`src/rtl/ipi_pkg.sv`:
```
`timescale 1ns/1ps
package ipi_pkg;
   localparam int ID_W      = 8;
   localparam int CMD_W     = 64;
   localparam int VEC_LSB   = 0;
   localparam int VEC_W     = 8;
   localparam int MODE_LSB  = 8;
   localparam int MODE_W    = 3;
   localparam int LOGIC_BIT = 11;
   localparam int SH_LSB    = 18;
   localparam int SH_W      = 2;
   localparam int DEST_LSB  = 56;

   typedef enum logic [SH_W-1:0] {
      SH_DEST   = 2'd0,
      SH_SELF   = 2'd1,
      SH_ALL    = 2'd2,
      SH_OTHERS = 2'd3
   } shorthand_e;

   typedef enum logic [MODE_W-1:0] {
      DM_FIXED  = 3'd0,
      DM_LOWPRI = 3'd1,
      DM_SMI    = 3'd2,
      DM_RSV3   = 3'd3,
      DM_NMI    = 3'd4,
      DM_INIT   = 3'd5,
      DM_START  = 3'd6,
      DM_RSV7   = 3'd7
   } dmode_e;

   typedef struct packed {
      logic [ID_W-1:0]  dest;
      shorthand_e       sh;
      logic             logical;
      dmode_e           mode;
      logic [VEC_W-1:0] vec;
   } ipi_cmd_t;
endpackage

```
`src/rtl/ipi_cmd_decode.sv`:
```
`timescale 1ns/1ps
module ipi_cmd_decode
   import ipi_pkg::*;
(
   input  logic [CMD_W-1:0] cmd,
   output ipi_cmd_t         fields,
   output logic             mode_ok
);
   logic unused_cmd_bits;

   assign fields.vec     = cmd[VEC_LSB +: VEC_W];
   assign fields.mode    = dmode_e'(cmd[MODE_LSB +: MODE_W]);
   assign fields.logical = cmd[LOGIC_BIT];
   assign fields.sh      = shorthand_e'(cmd[SH_LSB +: SH_W]);
   assign fields.dest    = cmd[DEST_LSB +: ID_W];

   assign mode_ok = (fields.mode == DM_FIXED) || (fields.mode == DM_LOWPRI);

   assign unused_cmd_bits = ^{cmd[DEST_LSB-1:SH_LSB+SH_W], cmd[SH_LSB-1:LOGIC_BIT+1]};
endmodule

```
`src/rtl/ipi_presence_table.sv`:
```
`timescale 1ns/1ps
module ipi_presence_table
   import ipi_pkg::*;
#(
   parameter int N_EP = 256
) (
   input  logic                  clk,
   input  logic                  rst_n,
   input  logic                  reg_valid,
   input  logic [ID_W-1:0]       reg_id,
   input  logic                  reg_io,
   output logic                  reg_ack,
   output logic                  reg_err,
   output logic [(1<<ID_W)-1:0]  pres_span,
   output logic                  io_set,
   output logic [ID_W-1:0]       io_id
);
   localparam logic [ID_W:0] EP_LIMIT = N_EP[ID_W:0];

   logic id_in_range;
   assign id_in_range = {1'b0, reg_id} < EP_LIMIT;

   always_ff @(posedge clk or negedge rst_n) begin
      if (!rst_n) begin
         pres_span <= '0;
         io_set    <= 1'b0;
         io_id     <= '0;
         reg_ack   <= 1'b0;
         reg_err   <= 1'b0;
      end else begin
         reg_ack <= 1'b0;
         reg_err <= 1'b0;
         if (reg_valid) begin
            if (reg_io) begin
               if (io_set) begin
                  reg_err <= 1'b1;
               end else begin
                  io_set  <= 1'b1;
                  io_id   <= reg_id;
                  reg_ack <= 1'b1;
               end
            end else if (!id_in_range || pres_span[reg_id]) begin
               reg_err <= 1'b1;
            end else begin
               pres_span[reg_id] <= 1'b1;
               reg_ack           <= 1'b1;
            end
         end
      end
   end
endmodule

```
`src/rtl/ipi_fanout.sv`:
```
`timescale 1ns/1ps
module ipi_fanout
   import ipi_pkg::*;
#(
   parameter int N_EP = 256
) (
   input  logic                  clk,
   input  logic                  rst_n,
   input  logic                  req_take,
   input  logic [ID_W:0]         req_src,
   input  ipi_cmd_t              req_f,
   input  logic                  req_mode_ok,
   input  logic [(1<<ID_W)-1:0]  pres_span,
   input  logic                  io_set,
   input  logic [ID_W-1:0]       io_id,
   output logic                  busy,
   output logic                  fire,
   output logic [ID_W-1:0]       tgt,
   output logic [VEC_W-1:0]      vec,
   output logic                  done,
   output logic                  err
);
   localparam logic [ID_W:0]   EP_LIMIT = N_EP[ID_W:0];
   localparam logic [ID_W-1:0] LAST_ID  = ID_W'(N_EP - 1);

   typedef enum logic [1:0] {ST_IDLE, ST_CHECK, ST_WALK} st_e;

   st_e             state;
   logic [ID_W:0]   src_q;
   ipi_cmd_t        f_q;
   logic            ok_q;
   logic [ID_W-1:0] idx_q;

   logic            src_in_range, src_ep, src_io, chk_fail, uni_fail, is_bcast, elig;
   logic [ID_W-1:0] uni_tgt;

   always_comb begin
      src_in_range = src_q < EP_LIMIT;
      src_ep       = src_in_range && pres_span[src_q[ID_W-1:0]];
      src_io       = io_set && (src_q == {1'b0, io_id});
      chk_fail     = !(src_ep || src_io)
                   || (!f_q.logical && !pres_span[f_q.dest])
                   || ((f_q.sh == SH_SELF) && io_set && (f_q.dest == io_id));
      uni_tgt      = (f_q.sh == SH_SELF) ? src_q[ID_W-1:0] : f_q.dest;
      uni_fail     = ((f_q.sh == SH_SELF) && !src_ep) || !ok_q;
      is_bcast     = (f_q.sh == SH_ALL) || (f_q.sh == SH_OTHERS);
      elig         = pres_span[idx_q] && ((f_q.sh == SH_ALL) || ({1'b0, idx_q} != src_q));
   end

   assign busy = (state != ST_IDLE);

   always_ff @(posedge clk or negedge rst_n) begin
      if (!rst_n) begin
         state <= ST_IDLE;
         src_q <= '0;
         f_q   <= '0;
         ok_q  <= 1'b0;
         idx_q <= '0;
         fire  <= 1'b0;
         tgt   <= '0;
         vec   <= '0;
         done  <= 1'b0;
         err   <= 1'b0;
      end else begin
         fire <= 1'b0;
         done <= 1'b0;
         err  <= 1'b0;
         unique case (state)
            ST_IDLE: begin
               if (req_take) begin
                  src_q <= req_src;
                  f_q   <= req_f;
                  ok_q  <= req_mode_ok;
                  state <= ST_CHECK;
               end
            end
            ST_CHECK: begin
               if (chk_fail) begin
                  done  <= 1'b1;
                  err   <= 1'b1;
                  state <= ST_IDLE;
               end else if (is_bcast) begin
                  idx_q <= '0;
                  state <= ST_WALK;
               end else begin
                  done  <= 1'b1;
                  state <= ST_IDLE;
                  if (uni_fail) begin
                     err <= 1'b1;
                  end else begin
                     fire <= 1'b1;
                     tgt  <= uni_tgt;
                     vec  <= f_q.vec;
                  end
               end
            end
            ST_WALK: begin
               if (elig && !ok_q) begin
                  done  <= 1'b1;
                  err   <= 1'b1;
                  state <= ST_IDLE;
               end else begin
                  if (elig) begin
                     fire <= 1'b1;
                     tgt  <= idx_q;
                     vec  <= f_q.vec;
                  end
                  if (idx_q == LAST_ID) begin
                     done  <= 1'b1;
                     state <= ST_IDLE;
                  end else begin
                     idx_q <= idx_q + 1'b1;
                  end
               end
            end
            default: state <= ST_IDLE;
         endcase
      end
   end
endmodule

```
`src/rtl/ipi_router.sv`:
```
`timescale 1ns/1ps
module ipi_router
   import ipi_pkg::*;
#(
   parameter int N_EP = 256
) (
   input  logic              clk,
   input  logic              rst_n,
   input  logic              reg_valid,
   input  logic [ID_W-1:0]   reg_id,
   input  logic              reg_io,
   output logic              reg_ack,
   output logic              reg_err,
   input  logic              req_valid,
   output logic              req_ready,
   input  logic [ID_W:0]     req_src,
   input  logic [CMD_W-1:0]  req_cmd,
   output logic [N_EP-1:0]   raise,
   output logic [VEC_W-1:0]  raise_vec,
   output logic              busy,
   output logic              done,
   output logic              err
);
   localparam int SPAN = 1 << ID_W;

   generate
      if (N_EP < 2 || N_EP > SPAN) begin : g_bad_n_ep
         $error("N_EP must lie between 2 and 2**ID_W");
      end
   endgenerate

   logic [SPAN-1:0] pres_span;
   logic            io_set;
   logic [ID_W-1:0] io_id;
   ipi_cmd_t        req_f;
   logic            req_mode_ok;
   logic            fire;
   logic [ID_W-1:0] tgt;

   assign req_ready = !busy;

   ipi_presence_table #(.N_EP(N_EP)) u_table (
      .clk       (clk),
      .rst_n     (rst_n),
      .reg_valid (reg_valid),
      .reg_id    (reg_id),
      .reg_io    (reg_io),
      .reg_ack   (reg_ack),
      .reg_err   (reg_err),
      .pres_span (pres_span),
      .io_set    (io_set),
      .io_id     (io_id)
   );

   ipi_cmd_decode u_decode (
      .cmd     (req_cmd),
      .fields  (req_f),
      .mode_ok (req_mode_ok)
   );

   ipi_fanout #(.N_EP(N_EP)) u_fanout (
      .clk         (clk),
      .rst_n       (rst_n),
      .req_take    (req_valid && req_ready),
      .req_src     (req_src),
      .req_f       (req_f),
      .req_mode_ok (req_mode_ok),
      .pres_span   (pres_span),
      .io_set      (io_set),
      .io_id       (io_id),
      .busy        (busy),
      .fire        (fire),
      .tgt         (tgt),
      .vec         (raise_vec),
      .done        (done),
      .err         (err)
   );

   generate
      for (genvar i = 0; i < N_EP; i++) begin : g_raise
         assign raise[i] = fire && (tgt == ID_W'(i));
      end
   endgenerate
endmodule

```
`config.mk`:
```
export PLATFORM = sky130hd
export DESIGN_NAME = ipi_router
export DESIGN_NICKNAME = d
export VERILOG_FILES = /design/src/rtl/ipi_pkg.sv /design/src/rtl/ipi_cmd_decode.sv /design/src/rtl/ipi_presence_table.sv /design/src/rtl/ipi_fanout.sv /design/src/rtl/ipi_router.sv
export SDC_FILE = /design/constraint.sdc
export NUM_CORES = 1
export LEC_CHECK = 0
export CAP_MARGIN = 20
export CORE_MARGIN = 5
export CORE_UTILIZATION = 59
export DETAILED_ROUTE_END_ITERATION = 16
export GPL_TIMING_DRIVEN = 0
export HOLD_SLACK_MARGIN = 0.03
export PLACE_DENSITY_LB_ADDON = 0.3
export SYNTH_ARGS = -nofsm -noshare
export SYNTH_HDL_FRONTEND = slang
export SYNTH_SLANG_ARGS = --single-unit
export TNS_END_PERCENT = 5
```
`constraint.sdc`:
```
create_clock -name clk -period 6.25 [get_ports clk]
set_input_delay 0.625 -clock clk [delete_from_list [all_inputs] [get_ports clk]]
set_output_delay 0.625 -clock clk [all_outputs]
set_load 0.05 [all_outputs]
```
-- Word-level counts from Yosys, hierarchy flattened
Index checks and enable logic that the tools add are counted.
- flip-flop bits (word level): 325
- output and inout bits: 270
- word-level logic and storage cells: 652
- add/sub/neg operators: 1
- order comparisons: 6
- eq/ne operators: 274
- muxes and demuxes: 58
- bitwise gates (word level): 4
- reductions and logical operators: 291
- operator list (kind ; number):
    == test 8 bit (second input constant) ; 129
    == test 8 x 7 -> 1 bit (second input constant) ; 64
    logical AND 1 bit ; 266
    == test 8 x 6 -> 1 bit (second input constant) ; 32
    bitwise OR 256 bit ; 1
    == test 8 x 5 -> 1 bit (second input constant) ; 16
    2-to-1 mux 8 bit ; 15
    == test 8 x 4 -> 1 bit (second input constant) ; 8
    one-hot mux 8 bit (2 select lines) ; 3
    less-than comparator 8 x 9 -> 1 bit (second input constant) ; 4
    binary-select mux 1 bit (select 8 bit) ; 4
    == test 8 x 3 -> 1 bit (second input constant) ; 4
    2-to-1 mux 1 bit ; 26
    == test 8 x 2 -> 1 bit (second input constant) ; 2
    2-to-1 mux 2 bit ; 5
    inequality test 2 bit (second input constant) ; 5
    == test 9 x 8 -> 1 bit ; 1
    less-than comparator 9 bit (second input constant) ; 1
    inequality test 8 x 9 -> 1 bit ; 1
    adder 8 x 1 -> 8 bit (second input constant) ; 1
    demux 1 bit (select 8 bit) ; 1
    == test 8 x 1 -> 1 bit (second input constant) ; 1
    == test 8 bit ; 1
    greater-or-equal comparator 8 x 1 -> 1 bit (second input constant) ; 1
    18 further kinds ; 42

-- Logic depth before layout (Yosys ltp)
Gate-level depths: netlist of the first run.
- depth in word-level cells: 10
- mapped depth: 15
- depth with buffers taken out: 9

-- Hierarchy
From an unflattened synthesis of the first run, not the netlist that was laid out.
- cells, all modules: 2169
- area, all modules: 23805.3 µm²
- modules (own cells, without submodules) (module ; instances ; cells each ; area an instance (µm²)):
    ipi_presence_table ; 1 ; 895 ; 11785.1
    ipi_fanout ; 1 ; 878 ; 9819.4
    ipi_router ; 1 ; 373 ; 2031.9
    ipi_cmd_decode ; 1 ; 23 ; 168.9

-- Least setup slack after synthesis of the first run
OpenSTA, ideal clock, no wires.
- kind: in2reg
- start point: in reg_id[1]
- end point: reg u_table.pres_span[203]
- arrival: 4081 ps
- data required time: 6185 ps
- slack: 2104 ps
- cell stages on the path: 11
- path buffers: 3
- cell sequence: clkbuf_1 -> buf_1 -> mux4_2 -> mux4_2 -> mux4_2 -> mux2_2 -> a221oi_2 -> nand4_2 -> nor2_2 -> buf_2 -> a21o_1
- word-level cells in the longest chain between the ends: 5
- elaborated cells on any way between the ends: 10
- those cells by class: order compare: 2; mux: 4; bitwise: 2; reduce/logical: 2
- RTL lines (element ; line ; source):
    start, declared ; ipi_router.sv:10 ; input logic [ID_W-1:0] reg_id,
    less-than comparator 8 x 9 -> 1 bit (implied by the code) / greater-or-equal comparator 8 x 1 -> 1 bit (equally long branches) ; ipi_presence_table.sv:45 ; pres_span[reg_id] <= 1'b1;
    logical AND 1 bit (implied by the code) ; ipi_presence_table.sv:45 ;
    2-to-1 mux 1 bit (implied by the code) ; ipi_presence_table.sv:45 ;
    demux 1 bit (select 8 bit) ; n/a ;
    bitwise OR 256 bit (no line) ; n/a ;
    end signal, assigned ; ipi_presence_table.sv:25 ; pres_span <= '0;
    end signal, assigned by index ; ipi_presence_table.sv:45 ;
    end, declared ; ipi_presence_table.sv:14 ; output logic [(1<<ID_W)-1:0] pres_span,
Parallel ways exist; a longest one is shown, timed or not. The select of a mux whose other input is x is not followed.
A chain may end at the register's enable or synchronous reset.

-- Worst setup path after layout of the first run
- start point: in reg_id[1]
- end point: reg u_table.pres_span[183]
The elaborated chain is that of the path after synthesis.

==> impl_metrics.env, run 1 <==
export IMPL_status="complete, but fails checks"
export IMPL_violations="negative setup slack"
export IMPL_power_leakage_nw=11.4
export IMPL_cts_tree="built"
export IMPL_dpl_hpwl_um=76800
export IMPL_hold_buffers=0
export IMPL_async_reset_ff_share_pct=100
export IMPL_die_y_um=203
export IMPL_area_growth_pct=23.0
export IMPL_crit_reg2reg_launch="u_fanout.idx_q[1]"
export IMPL_initial_utilization_pct=60.0
export IMPL_synth_edf_count=0
export IMPL_cts_setup_buffers=0
export IMPL_clk_insertion_delay_late_ns=0.58
export IMPL_dieArea_mm2=0.0414
export IMPL_r2r_slack_ns=0.08
export IMPL_crit_type="in -> reg"
export IMPL_port_buffers=305
export IMPL_r2r_cells=13
export IMPL_wire_per_inst_um=37.7
export IMPL_synth_top_area_share_pct=36.8
export IMPL_setup_viol=93
export IMPL_multi_input_area_mm2=0.0132
export IMPL_period_share_pct=104
export IMPL_via_per_inst=7.76
export IMPL_synth_largest_area_cell="dfrtp_1"
export IMPL_clock_path_buffers=3
export IMPL_antenna_found_initial=5
export IMPL_numCtsBuffers=36
export IMPL_r2r_end="u_fanout.vec[0]"
export IMPL_drt_iter0_drc=3597
export IMPL_grt_pass1_wl_um=146000
export IMPL_rsz0062_at_grt="true"
export IMPL_grt_pass1_vias=20700
export IMPL_rows=70
export IMPL_ys_types=72
export IMPL_drtPass1Iterations=8
export IMPL_drive_gt1_share_pct=20.6
export IMPL_dieWidth_um=203
export IMPL_ant_nets=0
export IMPL_num_vias=21400
export IMPL_io_pins=356
export IMPL_setup_worst_path_start="reg_id[1]"
export IMPL_worstPathMaxFanout=10
export IMPL_drv_cap=0
export IMPL_worstSetupEndpointType="register"
export IMPL_place_congestion=1.12
export IMPL_hold_violations=0
export IMPL_netlist_area_mm2=0.0221
export IMPL_final_cell_mix="dfrtp_1 (325), nor2_1 (314), clkdlybuf4s50_1 (304)"
export IMPL_routed_wirelength_um=104000
export IMPL_regArea_mm2=0.00813
export IMPL_final_nets=2352
export IMPL_timing_hold_ws_ns=0.0409
export IMPL_synth_cells=1904
export IMPL_synth_nets=1994
export IMPL_power_density_mw_per_mm2=336
export IMPL_cts_resized=0
export IMPL_cp_slowest_stage_delay_ns=0.86
export IMPL_fillCellCount=2513
export IMPL_synth_seq_area_share_pct=36.8
export IMPL_fmax_mhz=153
export IMPL_slew_headroom_pct=14.7
export IMPL_setup_ws_ns=-0.277
export IMPL_clock_skew_ns=0.0337
export IMPL_cp_data_required_time_ns=6.75
export IMPL_final_common_cell="dfrtp_1"
export IMPL_drc=0
export IMPL_ys_ff_latch=325
export IMPL_ir_drop_uv=290
export IMPL_ys_flop_type="dfrtp_1"
export IMPL_period_minus_slack_ns=6.53
export IMPL_avgSynthCellArea_um2=11.6
export IMPL_overflow=0
export IMPL_place_ws_ns=-0.415
export IMPL_htree_levels=2
export IMPL_place_area_mm2=0.0259
export IMPL_clock_sinks=325
export IMPL_path_cells="clkbuf_1 -> buf_1 -> buf_1 -> mux4_2 -> mux4_2 -> a22oi_1 -> o311ai_0 -> a221oi_2 -> nand4_2 -> nor2_2 -> buf_2 -> a21o_1"
export IMPL_grt_usage_pct=49.4
export IMPL_tightest_slew_ns=1.28
export IMPL_clk_pin_slew_ns=0.07
export IMPL_cts_root_buffer="clkbuf_16"
export IMPL_arrival_ns=7.03
export IMPL_hold_path_class="in -> async"
export IMPL_yosys_warnings=0
export IMPL_critPathLaunchType="primary input"
export IMPL_critical_path_slowest_cell="buf_1"
export IMPL_grt_max_degree=128
export IMPL_final_area_mm2=0.0272
export IMPL_core_mm2=0.0368
export IMPL_p_total_mw=9.14
export IMPL_synth_top_cells_by_area="dfrtp_1 (37%), mux4_2 (26%), nor2_1 (5.3%), a21o_1 (4.5%), o21bai_1 (4.4%)"
export IMPL_slew_violations=0
metal layers:
layer	vias to the layer above	track usage, %	share of wire (%)
met5	-	0.714	0.16
met4	14	36.4	9.9
met3	715	26.1	17
met2	2277	69.8	42
met1	10400	57.1	32
li1	7946	-	-
worst max path at each step:
stage                             end
2_1_floorplan  u_table.pres_span[203]
3_5_place_dp   u_table.pres_span[107]
4_1_cts               u_fanout.vec[0]
5_1_grt        u_table.pres_span[183]
6_report       u_table.pres_span[183]
3_3_place_gp   u_table.pres_span[207]
cells in the mapped netlist, types with 4 or more instances:
cell,count
a31oi_1,8
o21ai_0,18
a22o_1,5
nor2_2,6
dfrtp_1,325
nand2_1,83
o22a_1,4
a211o_1,4
nor2_1,314
and2_1,8
o22ai_1,6
nand3_1,29
a22oi_1,31
and3_1,5
o31ai_1,4
o211ai_1,7
xor2_1,17
o21bai_1,129
a21oi_1,22
nor2b_1,29
mux4_2,259
buf_4,8
nor4_1,7
nand2b_1,15
nand3b_1,5
clkbuf_1,84
mux2i_1,90
nor3_4,4
or3_1,4
nand4_1,13
buf_1,31
buf_2,43
a21o_1,133
ha_1,4
o2111ai_1,9
mux2_2,55
xnor2_1,7
a2111oi_0,4
nor3_1,11
inv_1,16
flip-flops by register name, indices dropped and copies added (netlist names):
register and flops:
u_table.reg_ack 1, u_fanout.f_q 19, u_fanout.fire 1, u_fanout.src_q 9, u_table.io_set 1, u_fanout.done 1, u_table.pres_span 256, u_fanout.vec 8
u_fanout.state 2, u_fanout.tgt 8, u_fanout.err 1, u_table.io_id 8, u_fanout.idx_q 8, u_table.reg_err 1, u_fanout.ok_q 1
critical path, delay by kind of cell:
family	cells	cell delay (ns)
AOI/OAI and AO/OA	4	1.35
buffers and inverters	4	2.87
muxes	2	1.03
and+or+nand+nor	2	1.11
power breakdown:
part	total, mW	internal (mW)	leakage [nW]	switching (mW)
Sequential	2.65	2.36	4.37	0.292
Combinational	4.29	1.51	6.45	2.78
Clock	2.20	1.28	0.583	0.920
cell families (layout without fill, tap and decap cells):
kind of cell	count (synthesis)	count (layout)	share of synthesized area [%]
simple gates	544	544	11.0
buf+inv	185	565	3.56
fa+ha+maj	4	4	0.227
compound gates	418	418	14.1
mux	404	404	33.3
xor+xnor	24	24	0.952
other cells	0	2	0
flops	325	325	36.8
final cells by class:
| cell class | instances | share of cell area, % |
|---|---|---|
| diodes | 2 | 0.0184 |
| inverters | 18 | 0.249 |
| plain buffers | 166 | 2.64 |
| multi-input cells | 1394 | 48.6 |
| clock inverters | 14 | 0.576 |
| well taps | 468 | 2.16 |
| flip-flops and latches | 325 | 29.9 |
| repair buffers | 321 | 12.1 |
| clock buffers | 46 | 3.79 |
through the flow:
stage | utilization, % | TNS [ns] | instances
after floorplan | - | 0 | 1904
after global placement | 69.9 | -2901.31 | 2677
after detailed placement | 70.3 | -28.61 | 2687
after CTS | 73.5 | 0 | 2747
after global routing | 73.8 | -0.287 | 2752
final | 73.8 | -11.11 | 2754
No activity file was read; power rests on OpenSTA's default activity.
==> inputs of run 2 (changes only) <==
--- a/config.mk
+++ b/config.mk
@@ -12,6 +12,7 @@
 export GPL_TIMING_DRIVEN = 0
 export HOLD_SLACK_MARGIN = 0.03
 export PLACE_DENSITY_LB_ADDON = 0.3
+export REMOVE_ABC_BUFFERS = 1
 export SYNTH_ARGS = -nofsm -noshare
 export SYNTH_HDL_FRONTEND = slang
 export SYNTH_SLANG_ARGS = --single-unit
==> run 2 against run 1 <==
Net effect:
- the flow now finishes without violations
- setup slack improved by 1.0 ns
- flip-flop and latch count did not move
- combinational power fell by 23%
- clock power rose by 9%
==> impl_metrics.env, run 2 (synthesis results as in run 1) <==
export IMPL_place_area_mm2=0.0256
export IMPL_grt_usage_pct=40.5
export IMPL_timing_hold_ws_ns=0.107
export IMPL_dieWidth_um=203
export IMPL_dpl_hpwl_um=58100
export IMPL_period_share_pct=88.3
export IMPL_rsz0062_at_grt="false"
export IMPL_drt_iter0_drc=3582
export IMPL_drive_gt1_share_pct=20.5
export IMPL_fmax_mhz=181
export IMPL_final_area_mm2=0.0270
export IMPL_rows=70
export IMPL_hold_violations=0
export IMPL_via_per_inst=7.63
export IMPL_dieArea_mm2=0.0414
export IMPL_drtPass1Iterations=6
export IMPL_antenna_found_initial=0
export IMPL_cp_top_family="compound AO/OA/AOI/OAI gates"
export IMPL_cpMostUsedCell="nand3_1"
export IMPL_worstSetupEndpointType="register"
export IMPL_status="finished, final reports clean"
export IMPL_r2r_cells=10
export IMPL_multi_input_area_mm2=0.0132
export IMPL_initial_utilization_pct=60.0
export IMPL_clock_skew_ns=0.0214
export IMPL_overflow=0
export IMPL_ir_drop_uv=318
export IMPL_num_vias=19900
export IMPL_slew_headroom_pct=15.1
export IMPL_clock_path_buffers=3
export IMPL_htree_levels=2
export IMPL_regArea_mm2=0.00816
export IMPL_clk_pin_slew_ns=0.06
export IMPL_arrival_ns=5.95
export IMPL_crit_type="reg -> reg"
export IMPL_critPathLaunchType="register"
export IMPL_clock_sinks=325
export IMPL_numCtsBuffers=37
export IMPL_top_register="u_table.pres_span"
export IMPL_path_cells="nand3_1 -> o221ai_1 -> a21oi_1 -> o21a_1 -> o311ai_0 -> nand3_1 -> a2bb2oi_1 -> a211oi_2 -> buf_4 -> mux2_2"
export IMPL_largest_reg_flops=256
export IMPL_grt_pass1_wl_um=127000
export IMPL_crit_buf_inv=1
export IMPL_cp_data_required_time_ns=6.69
export IMPL_io_pins=356
export IMPL_cts_tree="built"
export IMPL_power_density_mw_per_mm2=326
export IMPL_drv_cap=0
export IMPL_final_nets=2203
export IMPL_cts_root_buffer="clkbuf_16"
export IMPL_critical_path_slowest_cell="dfrtp_1"
export IMPL_path_depth=10
export IMPL_routed_wirelength_um=85700
export IMPL_grt_max_degree=111
export IMPL_cts_resized=0
export IMPL_final_common_cell="dfrtp_1"
export IMPL_area_growth_pct=22.2
export IMPL_cp_slowest_stage_delay_ns=1.04
export IMPL_worstPathMaxFanout=16
export IMPL_core_mm2=0.0368
export IMPL_power_leakage_nw=11.3
export IMPL_ant_nets=0
export IMPL_fillCellCount=2408
export IMPL_slew_violations=0
export IMPL_tightest_slew_ns=1.27
export IMPL_die_y_um=203
export IMPL_port_buffers=312
export IMPL_place_congestion=0.990
export IMPL_grt_pass1_vias=19500
export IMPL_hold_buffers=0
export IMPL_wire_per_inst_um=32.9
export IMPL_final_cell_mix="dfrtp_1 (316), nor2_1 (314), clkdlybuf4s50_1 (308)"
export IMPL_period_minus_slack_ns=5.52
export IMPL_clk_insertion_delay_late_ns=0.56
export IMPL_drc=0
export IMPL_fin_util_pct=73.4
export IMPL_hold_path_class="in -> async"
export IMPL_setup_viol=0
export IMPL_cts_setup_buffers=0
export IMPL_biggestRegsByFlops="u_table.pres_span (256), u_fanout.f_q (19), u_fanout.src_q (9)"
## run 2: power by group
part           internal [mW]  switching [mW]  total, mW
sequential              2.36           0.729       3.09
combinational           1.44            1.86       3.30
clock                   1.47           0.930       2.40
## run 2: path summary, 6_finish.rpt
path | from | to | slack, ns
setup / recovery | u_fanout.idx_q[3] | u_fanout.vec[4] | 0.73
hold / removal | rst_n | u_table.pres_span[198] | 0.11
setup reg to reg | u_fanout.idx_q[3] | u_fanout.vec[4] | 0.73
hold reg to reg | u_fanout.f_q[2] | u_fanout.f_q[2] | 0.50
max in group asynchronous | rst_n | u_fanout.f_q[18] | 4.53
min in group clk | u_fanout.f_q[2] | u_fanout.f_q[2] | 0.50
## run 2: worst reg2reg max path: cells and delay by family (launching register included)
family,cells,cell delay (ns)
simple gates,2,1.33
buf+inv,1,0.34
flops,1,1.04
mux,1,0.37
compound gates,6,2.33
## run 2: layout make-up
type                            instances  share of cell area, %
Timing Repair Buffer                  337                   13.7
Inverter                               18                  0.250
Tap cell                              468                   2.17
Clock buffer                           47                   3.88
Antenna cell                            1                0.00927
Multi-Input combinational cell       1394                   48.8
Clock inverter                         18                   1.02
Sequential cell                       325                   30.2
## run 2: per-layer routing
metal,part of all wire [%],GRT usage (%),up-vias
met4,7.7,23.1,0
li1,-,-,7670
met1,33,50.7,9790
met2,45,62.0,1961
met3,15,14.2,485
met5,0,0.357,-
## run 2: stage by stage
stage               power, mW  std cells  setup TNS (ns)  setup slack (ns)
CTS                      8.64       2603               0              1.21
finish                   8.79       2608               0             0.732
global route             9.01       2607               0             0.781
global placement         6.15       2517        -3918.20             -9.32
detailed placement       6.25       2538               0             0.643
floorplan                5.02       1737               0             0.246
